`src/rtl/frac_mac_pkg.sv`:
```
package frac_mac_pkg;
  typedef enum logic [2:0] {
    OP_HOLD  = 3'd0,
    OP_CLEAR = 3'd1,
    OP_ADD   = 3'd2,
    OP_SUB   = 3'd3,
    OP_LOAD  = 3'd4
  } mac_op_e;

  typedef enum logic [1:0] {
    RND_TRUNC  = 2'd0,
    RND_NEAR   = 2'd1,
    RND_CONV   = 2'd2,
    RND_TRUNC2 = 2'd3
  } rnd_mode_e;
endpackage

```
`src/rtl/frac_mult.sv`:
```
module frac_mult #(
  parameter int W = 24
) (
  input  logic [W-1:0]   a,
  input  logic [W-1:0]   b,
  output logic [2*W-1:0] prod
);
  localparam int PW = 2 * W;

  logic signed [PW-1:0] a_ext;
  logic signed [PW-1:0] b_ext;
  logic signed [PW-1:0] raw;
  logic                 both_min;

  always_comb begin
    a_ext    = {{W{a[W-1]}}, a};
    b_ext    = {{W{b[W-1]}}, b};
    raw      = a_ext * b_ext;
    both_min = (a == {1'b1, {(W-1){1'b0}}}) && (b == {1'b1, {(W-1){1'b0}}});
    if (both_min) prod = {1'b0, {(PW-1){1'b1}}};
    else          prod = raw <<< 1;
  end


  always_comb begin
    product_sign_chk: assert ((a == '0 || b == '0) ? (prod == '0) : 1'b1)
      else $error("zero operand gave nonzero product");
  end
endmodule

```
`src/rtl/mac_accum.sv`:
```
module mac_accum
  import frac_mac_pkg::*;
#(
  parameter int PW = 48,
  parameter int AW = 56
) (
  input  logic          clk,
  input  logic          rst_n,
  input  logic [PW-1:0] prod,
  input  logic [2:0]    op,
  output logic [AW-1:0] acc
);
  localparam int EXT = AW - PW;

  logic [AW-1:0] prod_ext;
  logic [AW-1:0] acc_d;
  logic          acc_en;

  always_comb begin
    prod_ext = {{EXT{prod[PW-1]}}, prod};
    acc_en   = 1'b1;
    acc_d    = acc;
    case (op)
      OP_CLEAR: acc_d = '0;
      OP_ADD:   acc_d = acc + prod_ext;
      OP_SUB:   acc_d = acc - prod_ext;
      OP_LOAD:  acc_d = prod_ext;
      default:  acc_en = 1'b0;
    endcase
  end

  always_ff @(posedge clk or negedge rst_n) begin
    if (!rst_n)      acc <= '0;
    else if (acc_en) acc <= acc_d;
  end


  acc_clear_chk: assert property (@(posedge clk) disable iff (!rst_n)
    (op == OP_CLEAR) |=> (acc == '0))
    else $error("clear left accumulator nonzero");


  acc_hold_chk: assert property (@(posedge clk) disable iff (!rst_n)
    (op == OP_HOLD || op > 3'd4) |=> $stable(acc))
    else $error("hold code changed accumulator");


  acc_load_chk: assert property (@(posedge clk) disable iff (!rst_n)
    (op == OP_LOAD) |=> (acc[PW-1:0] == $past(prod)))
    else $error("load did not capture product");
endmodule

```
`src/rtl/store_round.sv`:
```
module store_round
  import frac_mac_pkg::*;
#(
  parameter int W  = 24,
  parameter int AW = 56
) (
  input  logic          clk,
  input  logic          rst_n,
  input  logic [AW-1:0] acc,
  input  logic [1:0]    rnd_mode,
  input  logic          store,
  input  logic          ovf_clr,
  output logic [W-1:0]  result,
  output logic          result_vld,
  output logic          ovf
);
  localparam int KW = AW - W;

  logic [KW-1:0] kept;
  logic [W-1:0]  disc;
  logic          inc;
  logic [KW:0]   rounded;
  logic          fits;
  logic [W-1:0]  sat_val;
  logic          clamp;
  logic [W-1:0]  res_d;
  logic          vld_d;
  logic          ovf_d;

  always_comb begin
    kept = acc[AW-1:W];
    disc = acc[W-1:0];
    case (rnd_mode)
      RND_NEAR: inc = disc[W-1];
      RND_CONV: inc = disc[W-1] & ((|disc[W-2:0]) | kept[0]);
      default:  inc = 1'b0;
    endcase
    rounded = {kept[KW-1], kept} + {{KW{1'b0}}, inc};
    fits    = (~|rounded[KW:W-1]) | (&rounded[KW:W-1]);
    clamp   = ~fits;
    if (fits)             sat_val = rounded[W-1:0];
    else if (rounded[KW]) sat_val = {1'b1, {(W-1){1'b0}}};
    else                  sat_val = {1'b0, {(W-1){1'b1}}};
  end

  always_comb begin
    res_d = store ? sat_val : result;
    vld_d = store;
    ovf_d = (ovf & ~ovf_clr) | (store & clamp);
  end

  always_ff @(posedge clk or negedge rst_n) begin
    if (!rst_n) begin
      result     <= '0;
      result_vld <= 1'b0;
      ovf        <= 1'b0;
    end else begin
      result     <= res_d;
      result_vld <= vld_d;
      ovf        <= ovf_d;
    end
  end


  store_vld_chk: assert property (@(posedge clk) disable iff (!rst_n)
    store |=> result_vld)
    else $error("store without valid");


  result_hold_chk: assert property (@(posedge clk) disable iff (!rst_n)
    !store |=> ($stable(result) && !result_vld))
    else $error("result moved without store");


  ovf_rise_chk: assert property (@(posedge clk) disable iff (!rst_n)
    $rose(ovf) |-> $past(store))
    else $error("overflow rose without a store");


  ovf_sticky_chk: assert property (@(posedge clk) disable iff (!rst_n)
    (ovf && !ovf_clr) |=> ovf)
    else $error("overflow flag dropped without clear");
endmodule

```
`src/rtl/frac_mac.sv`:
```
module frac_mac
  import frac_mac_pkg::*;
#(
  parameter int DATA_W  = 24,
  parameter int GUARD_W = 8
) (
  input  logic              clk,
  input  logic              rst_n,
  input  logic [DATA_W-1:0] opa,
  input  logic [DATA_W-1:0] opb,
  input  logic [2:0]        op,
  input  logic [1:0]        rnd_mode,
  input  logic              store,
  input  logic              ovf_clr,
  output logic [DATA_W-1:0] result,
  output logic              result_vld,
  output logic              ovf
);
  localparam int PROD_W = 2 * DATA_W;
  localparam int ACC_W  = PROD_W + GUARD_W;

  logic [1:0]        rst_sync;
  logic              srst_n;
  logic [PROD_W-1:0] prod;
  logic [ACC_W-1:0]  acc;

  always_ff @(posedge clk or negedge rst_n) begin
    if (!rst_n) rst_sync <= 2'b00;
    else        rst_sync <= {rst_sync[0], 1'b1};
  end
  assign srst_n = rst_sync[1];

  frac_mult #(.W(DATA_W)) u_mult (
    .a    (opa),
    .b    (opb),
    .prod (prod)
  );

  mac_accum #(.PW(PROD_W), .AW(ACC_W)) u_acc (
    .clk   (clk),
    .rst_n (srst_n),
    .prod  (prod),
    .op    (op),
    .acc   (acc)
  );

  store_round #(.W(DATA_W), .AW(ACC_W)) u_store (
    .clk        (clk),
    .rst_n      (srst_n),
    .acc        (acc),
    .rnd_mode   (rnd_mode),
    .store      (store),
    .ovf_clr    (ovf_clr),
    .result     (result),
    .result_vld (result_vld),
    .ovf        (ovf)
  );
endmodule

```
`config.mk`:
```
export PLATFORM = sky130hd
export DESIGN_NAME = frac_mac
export DESIGN_NICKNAME = d
export VERILOG_FILES = /design/src/rtl/frac_mac_pkg.sv /design/src/rtl/frac_mult.sv /design/src/rtl/mac_accum.sv /design/src/rtl/store_round.sv /design/src/rtl/frac_mac.sv
export SDC_FILE = /design/constraint.sdc
export NUM_CORES = 2
export LEC_CHECK = 0
export BUFFER_PORTS_ARGS = -buffer_cell sky130_fd_sc_hd__buf_2
export CORE_MARGIN = 8
export CORE_UTILIZATION = 50
export CTS_CLUSTER_DIAMETER = 200
export CTS_CLUSTER_SIZE = 10
export DETAILED_ROUTE_END_ITERATION = 12
export PLACE_DENSITY = 0.74
export SLEW_MARGIN = 10
export SYNTH_ARGS = -nofsm -noshare
export SYNTH_HDL_FRONTEND = slang
export SYNTH_SLANG_ARGS = --single-unit
```
`constraint.sdc`:
```
create_clock -name clk -period 3.9 [get_ports clk]
set_input_delay 0.78 -clock clk [delete_from_list [all_inputs] [get_ports clk]]
set_output_delay 0.78 -clock clk [all_outputs]
set_load 0.005 [all_outputs]
```
=== Word-level counts from Yosys, hierarchy flattened ===
Cells that the tools add are included.

* Bits in registers: 84
* Input port bits: 57

* Add/subtract/negate cells: 3
* Muxes and demuxes: 6
* Bitwise gates (word level): 8
* Equality and inequality tests: 8
* Reduce and logical (&&, ||, !) cells: 8
* $mul: 1

{| class="wikitable"
|+ Operators with widths
! cell !! count
|-
| case mux 56 bit (4 select lines) || 1
|-
| adder 56 bit || 1
|-
| subtractor 56 bit || 1
|-
| equality test 24 bit, second input constant || 2
|-
| 2-to-1 mux 24 bit || 2
|-
| 2-to-1 mux 48 bit || 1
|-
| multiplier 24 x 24 -> 47 bit || 1
|-
| adder 32 x 2 -> 33 bit || 1
|-
| OR reduction 23 bit || 1
|-
| AND reduction 10 bit || 1
|-
| OR reduction 10 bit || 1
|-
| equality test 3 x 2 -> 1 bit, second input constant || 2
|-
| nonzero test 4 bit || 1
|-
| OR reduction 4 bit || 1
|-
| bitwise AND 1 bit || 3
|-
| equality test 3 x 1 -> 1 bit, second input constant || 1
|-
| equality test 3 bit, second input constant || 1
|-
| OR 1 bit || 3
|-
| equality test 2 x 1 -> 1 bit, second input constant || 1
|-
| equality test 2 bit, second input constant || 1
|-
| NOT 1 bit || 2
|-
| case mux 1 bit (2 select lines) || 1
|-
| AND reduction 2 bit || 1
|-
| logical AND 1 bit || 1
|-
| 2 further kinds || 2
|}

=== Depth between registers and ports, before layout ===
* Word-level depth: 11
* Mapped depth: 44

=== By module ===
Synthesis repeated with hierarchy kept, for this count alone.

* Cells, all modules: 3,634
* Area, all modules: 30,998.5 um2

{| class="wikitable"
|+ Modules (own cells, without submodules)
! module !! instances !! cells an instance !! seq. area each (um2) !! area each (um2)
|-
| frac_mult || 1 || 2,419 || 0.0 || 21,609.5
|-
| mac_accum || 1 || 988 || 1,401.3 || 7,279.5
|-
| store_round || 1 || 224 || 650.6 || 2,055.7
|-
| frac_mac || 1 || 3 || 50.0 || 53.8
|}

=== Least setup slack after synthesis ===
No wires, ideal clock.

* Kind: input to register
* From: in opa[23]
* To: reg u_acc.acc[50]
* Setup time: 126 ps
* Cell stages on the path: 39
* Path buffers: 2
* Data arrival time: 10,701 ps
* Data required time: 3,774 ps
* Slack: -6,927 ps
* Cells stage by stage: clkbuf_1 clkbuf_1 nand2_1 inv_1 fa_1 fa_1 inv_1 fa_1 inv_1 fa_1 fa_1 fa_1 inv_1 fa_1 inv_1 ha_1 and2_1 and3_1 (+3 left out) xor2_1 or3b_2 nor4b_2 nand2_1 nor2_1 nor2_1 xor2_1 ha_1 and3_1 and3_1 and2_1 a2111oi_0 a211oi_1 o31a_1 nor4_1 nor3_1 xor2_1 a221o_1

* Cells in the longest elaborated chain, start to end: 5

{| class="wikitable"
|+ Ends and longest elaborated chain
! item !! line !! text
|-
| start: declaration || frac_mac.sv:9 || <nowiki>input logic [DATA_W-1:0] opa,</nowiki>
|-
| branches (longest 2 deep; another with multiplier 24 x 24 -> 47 bit) || - ||
|-
| 2-to-1 mux 48 bit * || frac_mult.sv:20 || <nowiki>if (both_min) prod = {1'b0, {(PW-1){1'b1}}};</nowiki>
|-
| subtractor 56 bit / adder 56 bit (equally long branches) || mac_accum.sv:26, mac_accum.sv:25 ||
|-
| case mux 56 bit (4 select lines) * || mac_accum.sv:23 || <nowiki>case (op)</nowiki>
|-
| end signal: assignment || mac_accum.sv:33 || <nowiki>if (!rst_n) acc <= '0;</nowiki>
|-
| end signal: assignment || mac_accum.sv:34 || <nowiki>else if (acc_en) acc <= acc_d;</nowiki>
|-
| end: declaration || mac_accum.sv:11 || <nowiki>output logic [AW-1:0] acc</nowiki>
|}

Every way passes the cells marked *.
A chain may end at the register's enable or synchronous reset.

=== Final worst setup path ===
* From: in opb[13]
* To: reg u_acc.acc[50]

* Cells in the longest elaborated chain, start to end: 5

{| class="wikitable"
|+ Ends and longest elaborated chain
! item !! line !! text
|-
| start: declaration || frac_mac.sv:10 || <nowiki>input logic [DATA_W-1:0] opb,</nowiki>
|-
| branches (longest 2 deep; another with multiplier 24 x 24 -> 47 bit) || - ||
|-
| 2-to-1 mux 48 bit * || frac_mult.sv:20 ||
|-
| subtractor 56 bit / adder 56 bit (equally long branches) || mac_accum.sv:26, mac_accum.sv:25 ||
|-
| case mux 56 bit (4 select lines) * || mac_accum.sv:23 ||
|}

Marked as above.

==> impl_metrics.ini <==
[logic_synthesis]
ys.flop_type = dfrtp_1
synth_area_leaders = fa_1 39%, ha_1 7.8%, inv_1 7.7%
async_reset_ff_frac = 1.000
synth_edf_count = 0
netlist_area_um2 = 30530
synth_top_area_frac = 0.3934
syn_inst = 3543
ys_types = 94
synth_seq_area_share = 0.06885
synth-seq-cells = 84
syn-num-nets = 4391
avgSynthCellArea_um2 = 8.617
yosysWarningCount = 0
yosys.area.top_type = fa_1

[floorplan]
core_area_um2 = 60360
pin_count = 83
rows = 90
die_w_um = 263.1
start_util = 0.5058
die_h_um = 263.1
die_area_um2 = 69220

[setup_path]
arrival_ps = 10070
startpoint_type = primary input
path_class = primary input to flop
worstPathMaxFanout = 7
slowest_stage = fa_1
worst-path-buf-inv = 10
critical_path.top_delay_family = adder cells
required_ps = 4140
critPathMaxStageDelay_ps = 540
crit_path_end_kind = flop

[placement]
place.detailed.hpwl_um = 72410
portBuffers = 82
pre_cts_ws_ps = -6715
dp_cells = 4857
gp_congestion = 0.9658

[sta]
hold_viol_final = 0
min_period_ps = 9828
relSlewSlack = 0.2754
period_share = 2.520
rsz0062_at_grt = yes
skew_ps = 18.46
setup_violations = 51
drv_slew = 0
setup_slack_ps = -5928
tightest_slew_ps = 1087
setup_tns_ps = -238790
fmax_ghz = 0.1017

[final_layout]
drive_above_1_share = 0.2962
fillers = 4478
nNetsFinal = 5022
instances_no_fill = 4962
seqCellArea_um2 = 2107
syn_to_final_growth_pct = 32.36
multi_input_area_um2 = 27880

[cts]
path_clk_slew_ps = 70
cts.sinks = 84
htree_levels = 3
worstSkewPairLatency_ps = 370
cts_made_buffers = 9
cts_buffer_depth = 2
cts_root_buf = clkbuf_16
cts_tree = yes

[grt]
grt_max_degree = 87
grt_util_met2 = 0.4686
grt.overflow.total = 0
antenna_found_initial = 1
groute.usage.overall = 0.2620
grtUsageMet3 = 0.03328
grt_use_met1 = 0.3128
grt_pass1_vias = 30170
grt_pass1_wl_um = 149800
busiest_layer = met2

[status]
status = finished, violations left
violations = setup timing

[drt]
initialDrtViolationCount = 1985
routed_wl_um = 93460
vias = 28060
vias_per_cell = 5.655
ant_nets = 0
dr.pass1.iters = 8
drc = 0
routedWlPerCell_um = 18.84

[hold_path]
hp-class = primary input to async pin

[flow_run]
drv_cap = 0
[worst reg2reg max path, stage by stage, from the launching register on]
cell      delay [ps]
dfrtp_1          390
inv_1             70
ha_1             170
inv_1             60
fa_1             390
a21o_1           210
a21oi_2          160
o21bai_1         100
a2111o_1         430
a221o_1          450
a22o_4           300
buf_6            130
nor2b_2          170
or3_4            400
a21o_1           200
xor2_1           150
a221oi_2         230
a21oi_1           70
[layer usage]
| metal | vias to the layer above | wire length [um] |
|---|---|---|
| met5 | - | 0 |
| met1 | 14140 | 35160 |
| met4 | 0 | 4899 |
| met3 | 337 | 5720 |
| met2 | 1055 | 47690 |
| li1 | 12530 | - |
[final cells by class]
cell class,count,share of cell area
sequential,84,0.05214
clock buffer,10,0.005666
tap,782,0.02421
timing repair buffer,799,0.1679
inverter,625,0.05830
clock inverter,6,0.001765
multi-input combinational,2655,0.6899
antenna,1,0.00006193
[sequential cells by signal, indices dropped and copies added (netlist names)]
| signal | count |
|---|---|
| u_store.result_vld | 1 |
| rst_sync | 2 |
| u_acc.acc | 56 |
| u_store.ovf | 1 |
| u_store.result | 24 |
[synth_stat cells, types with 55 or more instances]
master / instances
o21ai_0: 101
inv_1: 625
clkbuf_1: 162
a21oi_1: 143
nand2_1: 454
nor2_1: 138
ha_1: 191
and2_1: 279
xor2_1: 55
dfrtp_1: 84
xnor2_1: 93
fa_1: 600
[cell families after synthesis]
family                   after synthesis  synth area share
AND/OR/NAND/NOR                     1129            0.1844
multiplexers                          17          0.006065
adder cells (fa/ha/maj)              791            0.4717
AO/OA/AOI/OAI                        566            0.1265
flip-flops                            84           0.06885
buffers and inverters                807           0.09995
other                                  1         0.0001228
XOR/XNOR                             148           0.04246
[final timing paths]
| check | startpoint | to | slack [ps] | cells after the start |
|---|---|---|---|---|
| max | opb[13] | u_acc.acc[50] | -5930 | 41 |
| min | rst_n | rst_sync[1] | 180 | 1 |
| max reg2reg | u_acc.acc[0] | u_acc.acc[34] | -320 | 17 |
| min reg2reg | rst_sync[0] | rst_sync[1] | 360 | 0 |
| max in group asynchronous | rst_sync[1] | u_store.result[7] | 2600 | 1 |
| min in group clk | rst_sync[0] | rst_sync[1] | 360 | 0 |
[through the flow]
step	instance area, um2	utilization	hold slack [ps]
2_1_floorplan	31690	-	331.2
3_3_place_gp	37000	0.6131	336.6
3_5_place_dp	37000	0.6131	336.5
4_1_cts	38880	0.6441	169.1
5_1_grt	40410	0.6695	169.3
6_report	40410	0.6695	183.7
[layout by cell type, fill, tap and decap left out, types with 44 or more instances in the layout]
cell type / n
o21ai_0: 58
xor2_1: 49
ha_1: 129
xnor2_1: 76
inv_1: 601
fa_1: 575
a21oi_1: 103
and2_1: 249
a21o_1: 53
buf_6: 90
dfrtp_1: 82
buf_2: 48
ha_4: 55
nor2_1: 123
nand3_1: 44
buf_4: 613
nand2_1: 436
[timing repair]
action,4_1_cts,5_1_grt
endpoints found under the setup margin,77,78
buffers inserted,54,44
cloned,2,8
gates resized for setup,280,247
pin swaps,141,147
hold buffers,0,0
Power is left out: the tool's default activity adds up to more than one toggle a clock period on the data nets, which glitch-free logic cannot reach.
